==> src/rtl/aud_irq_pkg.sv <==
package aud_irq_pkg;

    localparam int unsigned DATA_W   = 32;
    localparam int unsigned ADDR_W   = 8;
    localparam int unsigned NUM_SRC  = 8;
    localparam int unsigned NUM_EXT  = NUM_SRC - 1;
    localparam int unsigned CNT_W    = 32;
    localparam int unsigned PAIR_LSB = DATA_W - 2 * NUM_SRC;

    localparam logic [ADDR_W-1:0] ADR_CTRL  = 8'h00;
    localparam logic [ADDR_W-1:0] ADR_COUNT = 8'h40;
    localparam logic [ADDR_W-1:0] ADR_MATCH = 8'h50;

    typedef struct packed {
        logic [NUM_SRC-1:0] en;
        logic [NUM_SRC-1:0] pend;
    } pend_state_t;

    typedef struct packed {
        logic [CNT_W-1:0] cnt;
        logic [CNT_W-1:0] match;
        logic             eq_seen;
    } frame_state_t;

    typedef struct packed {
        logic ctrl;
        logic count;
        logic match;
    } wr_sel_t;

endpackage

==> src/rtl/aud_irq_regdec.sv <==
module aud_irq_regdec
    import aud_irq_pkg::*;
(
    input  logic               we_i,
    input  logic [ADDR_W-1:0]  addr_i,
    input  logic [NUM_SRC-1:0] en_i,
    input  logic [NUM_SRC-1:0] pend_i,
    input  logic [CNT_W-1:0]   cnt_i,
    input  logic [CNT_W-1:0]   match_i,
    output wr_sel_t            wr_o,
    output logic [DATA_W-1:0]  rdata_o
);

    logic [DATA_W-1:0] ctrl_word;

    assign ctrl_word[PAIR_LSB-1:0] = '0;

    for (genvar i = 0; i < NUM_SRC; i++) begin : g_pair
        assign ctrl_word[PAIR_LSB + 2*i + 1] = en_i[i];
        assign ctrl_word[PAIR_LSB + 2*i]     = pend_i[i];
    end

    always_comb begin
        wr_o       = '0;
        wr_o.ctrl  = we_i && (addr_i == ADR_CTRL);
        wr_o.count = we_i && (addr_i == ADR_COUNT);
        wr_o.match = we_i && (addr_i == ADR_MATCH);
    end

    always_comb begin
        unique case (addr_i)
            ADR_CTRL:  rdata_o = ctrl_word;
            ADR_COUNT: rdata_o = cnt_i;
            ADR_MATCH: rdata_o = match_i;
            default:   rdata_o = '0;
        endcase
    end

endmodule

==> src/rtl/aud_irq_frame_ctr.sv <==
module aud_irq_frame_ctr
    import aud_irq_pkg::*;
(
    input  logic             clk_i,
    input  logic             rst_ni,
    input  logic             stb_i,
    input  logic             cnt_wr_i,
    input  logic             match_wr_i,
    input  logic [CNT_W-1:0] wdata_i,
    output logic [CNT_W-1:0] cnt_o,
    output logic [CNT_W-1:0] match_o,
    output logic             hit_o
);

    frame_state_t st_d, st_q;
    logic         equal_now;

    assign equal_now = (st_q.cnt == st_q.match);
    assign hit_o     = equal_now && !st_q.eq_seen;
    assign cnt_o     = st_q.cnt;
    assign match_o   = st_q.match;

    always_comb begin
        st_d         = st_q;
        st_d.eq_seen = equal_now;
        if (cnt_wr_i) begin
            st_d.cnt = wdata_i;
        end else if (stb_i) begin
            st_d.cnt = st_q.cnt + 1'b1;
        end
        if (match_wr_i) begin
            st_d.match = wdata_i;
        end
    end

    always_ff @(posedge clk_i) begin
        if (!rst_ni) begin
            st_q.cnt     <= '0;
            st_q.match   <= '0;
            st_q.eq_seen <= 1'b1;
        end else begin
            st_q <= st_d;
        end
    end

endmodule

==> src/rtl/aud_irq_pend_bank.sv <==
module aud_irq_pend_bank
    import aud_irq_pkg::*;
(
    input  logic                       clk_i,
    input  logic                       rst_ni,
    input  logic                       wr_i,
    input  logic [DATA_W-1:PAIR_LSB]   wdata_i,
    input  logic [NUM_SRC-1:0]         set_i,
    output logic [NUM_SRC-1:0]         en_o,
    output logic [NUM_SRC-1:0]         pend_o
);

    pend_state_t        st_d, st_q;
    logic [NUM_SRC-1:0] en_nx;
    logic [NUM_SRC-1:0] pend_nx;

    for (genvar i = 0; i < NUM_SRC; i++) begin : g_src
        localparam int unsigned EN_POS = PAIR_LSB + 2*i + 1;
        localparam int unsigned PD_POS = PAIR_LSB + 2*i;
        assign en_nx[i]   = wr_i ? wdata_i[EN_POS] : st_q.en[i];
        assign pend_nx[i] = set_i[i] | (st_q.pend[i] & ~(wr_i & wdata_i[PD_POS]));
    end

    always_comb begin
        st_d      = st_q;
        st_d.en   = en_nx;
        st_d.pend = pend_nx;
    end

    always_ff @(posedge clk_i) begin
        if (!rst_ni) begin
            st_q <= '0;
        end else begin
            st_q <= st_d;
        end
    end

    assign en_o   = st_q.en;
    assign pend_o = st_q.pend;

endmodule

==> src/rtl/aud_evt_irq_unit.sv <==
module aud_evt_irq_unit
    import aud_irq_pkg::*;
(
    input  logic              clk_i,
    input  logic              rst_ni,
    input  logic              reg_we_i,
    input  logic [7:0]        reg_addr_i,
    input  logic [31:0]       reg_wdata_i,
    output logic [31:0]       reg_rdata_o,
    input  logic [6:0]        ext_evt_i,
    input  logic              frame_stb_i,
    output logic              irq_o
);

    wr_sel_t            wr_sel;
    logic [NUM_SRC-1:0] en_vec;
    logic [NUM_SRC-1:0] pend_vec;
    logic [NUM_SRC-1:0] src_set;
    logic [CNT_W-1:0]   frame_cnt;
    logic [CNT_W-1:0]   match_val;
    logic               match_pulse;

    assign src_set = {match_pulse, ext_evt_i};

    aud_irq_regdec u_dec (
        .we_i    (reg_we_i),
        .addr_i  (reg_addr_i),
        .en_i    (en_vec),
        .pend_i  (pend_vec),
        .cnt_i   (frame_cnt),
        .match_i (match_val),
        .wr_o    (wr_sel),
        .rdata_o (reg_rdata_o)
    );

    aud_irq_frame_ctr u_ctr (
        .clk_i      (clk_i),
        .rst_ni     (rst_ni),
        .stb_i      (frame_stb_i),
        .cnt_wr_i   (wr_sel.count),
        .match_wr_i (wr_sel.match),
        .wdata_i    (reg_wdata_i),
        .cnt_o      (frame_cnt),
        .match_o    (match_val),
        .hit_o      (match_pulse)
    );

    aud_irq_pend_bank u_pend (
        .clk_i   (clk_i),
        .rst_ni  (rst_ni),
        .wr_i    (wr_sel.ctrl),
        .wdata_i (reg_wdata_i[DATA_W-1:PAIR_LSB]),
        .set_i   (src_set),
        .en_o    (en_vec),
        .pend_o  (pend_vec)
    );

    assign irq_o = |(en_vec & pend_vec);

endmodule

==> config.mk <==
export PLATFORM = sky130hd
export DESIGN_NAME = aud_evt_irq_unit
export DESIGN_NICKNAME = d
export VERILOG_FILES = /design/src/rtl/aud_irq_pkg.sv /design/src/rtl/aud_irq_regdec.sv /design/src/rtl/aud_irq_frame_ctr.sv /design/src/rtl/aud_irq_pend_bank.sv /design/src/rtl/aud_evt_irq_unit.sv
export SDC_FILE = /design/constraint.sdc
export NUM_CORES = 1
export LEC_CHECK = 0
export BUFFER_PORTS_ARGS = -buffer_cell sky130_fd_sc_hd__buf_2
export CAP_MARGIN = 20
export CELL_PAD_IN_SITES_DETAIL_PLACEMENT = 0
export CELL_PAD_IN_SITES_GLOBAL_PLACEMENT = 1
export CORE_ASPECT_RATIO = 1.2
export CORE_MARGIN = 3
export CORE_UTILIZATION = 35
export DETAILED_ROUTE_END_ITERATION = 10
export HOLD_SLACK_MARGIN = 0.08
export PLACE_DENSITY = 0.69
export SLEW_MARGIN = 40
export SYNTH_ARGS = -nofsm -noshare
export SYNTH_HDL_FRONTEND = slang
export SYNTH_HIERARCHICAL = 1
export SYNTH_SLANG_ARGS = --single-unit
==> constraint.sdc <==
create_clock -name clk_i -period 5.9 [get_ports clk_i]
set_clock_uncertainty 0.1 [all_clocks]
set_input_delay 0.295 -clock clk_i [delete_from_list [all_inputs] [get_ports clk_i]]
set_output_delay 0.295 -clock clk_i [all_outputs]
set_load 0.05 [all_outputs]
==> impl_metrics.yaml <==
run_status:
  status: "completed"
setup_path:
  setup.worst_path.end_class: "flop"
  reg2reg_depth: 6
  crit_path_start_kind: "input pin"
  crit_arrival_ps: 2680
  crit_path_max_fanout: 43
  critPathRequiredTime_ps: 6040
  critPathKind: "in2reg"
drt:
  drt-vias-per-instance: 5.20
  drt_first_iter_violations: 274
  detail_route.drc_violations: 0
  dr_total_vias: 4424
  wl_per_cell_um: 17.8
  antenna_violating_nets_post_route: 0
  drt-total-wl_mm: 15.1
  dr.pass1.iters: 5
floorplanning:
  initial_utilization_pct: 36.3
  die_area_sq_um: 17400
  core_area_sq_um: 15300
  io_pins: 84
  fp.dieW_um: 121
  placement_rows: 49
  die_y_um: 144
timing:
  max-slew-margin-rel_pct: 50.1
  final.setup.worst_slack_ps: 3360
  hold_viol_final: 0
  max_freq_mhz: 393
  post-route-min-period_ps: 2540
  measured_slew_at_the_worst_slew_check_pin_ps: 743
  fin_tns_setup_ps: 0
  slew_viol_final: 0
  setup_viol: 0
  setup_repair_after_global_routing_missed_its_margin: "false"
  post-route-period-util_pct: 43.1
grt:
  number_of_global_route_vias_before_repair: 4498
  number_of_antenna_violations_at_the_first_check_in_global_routing: 0
  grt_remaining_overflow: 0
  busiest_layer: "met2"
  use_met2_pct: 28.7
  groute.usage.overall_pct: 18.0
  grt_first_pass_wirelength_mm: 24.4
  grt_start_max_net_pins: 62
  grt_use_met1_pct: 24.4
  globalRouteMet3Util_pct: 2.87
clock_network:
  htree_num_levels: 3
  post_cts.repair.setup_buffers: 0
  clkLatencyLatePin_ps: 350
  worst_case_clock_buffer_depth: 2
  worst_setup_hold_path_clk_slew_ps: 60
  cts.sinks: 81
  cts_tree: "done"
  cts.repair.resized: 0
  clock_buffers_created_by_tritoncts: 9
  clock_tree.root_cell: "clkbuf_16"
place:
  post_dp_cell_area_sq_um: 5550
  placement.io_buffers: 83
  finalWeightedCongestion: 0.824
  detailed_placer_s_ending_hpwl_mm: 11.0
  dp_worst_setup_slack_ps: 2960
hold_path:
  timing.hold.worst_path_depth: 2
  hold_path.class: "in2reg"
cells_and_area:
  area_delta_synth_final_pct: 5.51
  antenna_cells: 0
  post_route_cells_drive_above_1_share_pct: 23.3
  num-nets-final: 694
  design_area_sq_um: 5840
power_and_ir_drop:
  swShare_pct: 24.3
  sequential_power_share_pct: 47.6
  portion_of_total_power_attributed_to_the_clock_network_pct: 45.0
  power-per-cell-area_nw_per_um2: 203
  cellLeakagePower_nw: 2.32
  vdd.ir_drop.worst_mv: 0.131
  pint_w: 0.000898
  power.switching_w: 0.000287
  power_frac_comb_pct: 7.4
synthesis:
  yosys_warnings: 6
  netlist-cell-type-count: 62
  synth-seq-area-share_pct: 29.3
  synth-seq-cells: 81
  synth_area_leader_cell: "dfxtp_1"
  synthesis.instances: 647
  post_synthesis_area_per_instance_sq_um: 8.56
  synth_top_area_share_pct: 29.3
  synthTopCellsByArea: "dfxtp_1, mux2i_1, buf_4"
  synth_flop_cell: "dfxtp_1"
  post-synth-top-count-cell: "dfxtp_1"
  yosys-top-cells-count: "dfxtp_1, mux2i_1, buf_4, nor2b_1, nand2_1"
  synth_enable_flop_cells: 0
  syn_nets: 699
  asr_flop_ratio_synth_pct: 0
  netlist_area_sq_um: 5540
flow_run:
  max_cap_viol_count: 0
[layout by cell type, fill, tap and decap left out, drive strengths merged, types with 13 or more instances in the layout]
master and count:
a21oi 31, buf 88, clkbuf 13, dfxtp 81, mux2i 73, nand2 42, nand3 19, nand4 17
nor2 30, nor2b 42, nor4 15, o21ai 31, or2 18, xor2 38
[critical path, cell delays in order]
cell and delay, ps:
buf_2 460, nand3_4 450, nor2_2 210, buf_4 330
inv_1 70, buf_4 270, nand3_1 140, a21boi_0 80
or3_1 360
[stage by stage]
step                power (W)  cells  hold slack (ps)  util (%)
floorplan            0.000628    647              302         -
global placement     0.000662    833              428      36.3
detailed placement   0.000663    833              431      36.3
CTS                   0.00120    851             82.5      38.3
global route          0.00123    851             94.7      38.3
finish                0.00119    851             85.3      38.3
[final cells by class]
class | count | area [sq um]
Fill cell | 1579 | 9420
Multi-Input combinational cell | 449 | 3170
Sequential cell | 81 | 1620
Timing Repair Buffer | 90 | 475
Clock buffer | 13 | 260
Tap cell | 204 | 255
Inverter | 11 | 41.3
Clock inverter | 3 | 15.0
[what timing repair did]
item | CTS | global route
hold buffers | 2 | 0
hold endpoints to repair | 2 | 0
setup endpoints to repair | 0 | 0
[registers in the layout, summed over array words and instances (netlist names)]
name           count
u_pend/pend_o      8
u_ctr/match_o     32
u_ctr/st_q         1
u_pend/en_o        8
u_ctr/cnt_o       32
[kinds of logic (layout without fill, tap and decap cells)]
group / after synthesis / count (layout) / synth area share, %
compound gates: 102 / 102 / 12.1
xor+xnor: 45 / 45 / 7.12
fa+ha+maj: 1 / 1 / 0.226
buf+inv: 117 / 117 / 13.7
flops: 81 / 81 / 29.3
mux: 74 / 74 / 13.4
simple gates: 227 / 227 / 24.2
[power by group through the flow]
stage	registers (W)	logic [W]	clock network (W)
final	0.000564	0.0000879	0.000533
after global routing	0.000566	0.0000972	0.000568
after CTS	0.000564	0.0000882	0.000546
after detailed placement	0.000577	0.0000868	0
after global placement	0.000576	0.0000852	0
after floorplan	0.000573	0.0000556	0
[per-layer routing]
layer | part of all wire (%) | up-vias | routed length, um
li1 | - | 2195 | -
met1 | 47 | 2078 | 7170
met2 | 45 | 134 | 6850
met3 | 5.4 | 17 | 810
met4 | 1.9 | 0 | 281
met5 | 0 | - | 0
[path summary, 6_finish.rpt]
kind / from / end / slack [ps]
min: reg_wdata_i[18] / u_pend/pend_o[1]$_SDFF_PN0_ / 90
max reg2reg: u_ctr/cnt_o[28]$_SDFFE_PN0P_ / u_pend/pend_o[7]$_SDFF_PN0_ / 3560
min reg2reg: u_pend/en_o[3]$_SDFFE_PN0P_ / u_pend/en_o[3]$_SDFFE_PN0P_ / 440
max: reg_addr_i[6] / u_ctr/cnt_o[30]$_SDFFE_PN0P_ / 3360
Power figures use the tool's default switching activity.
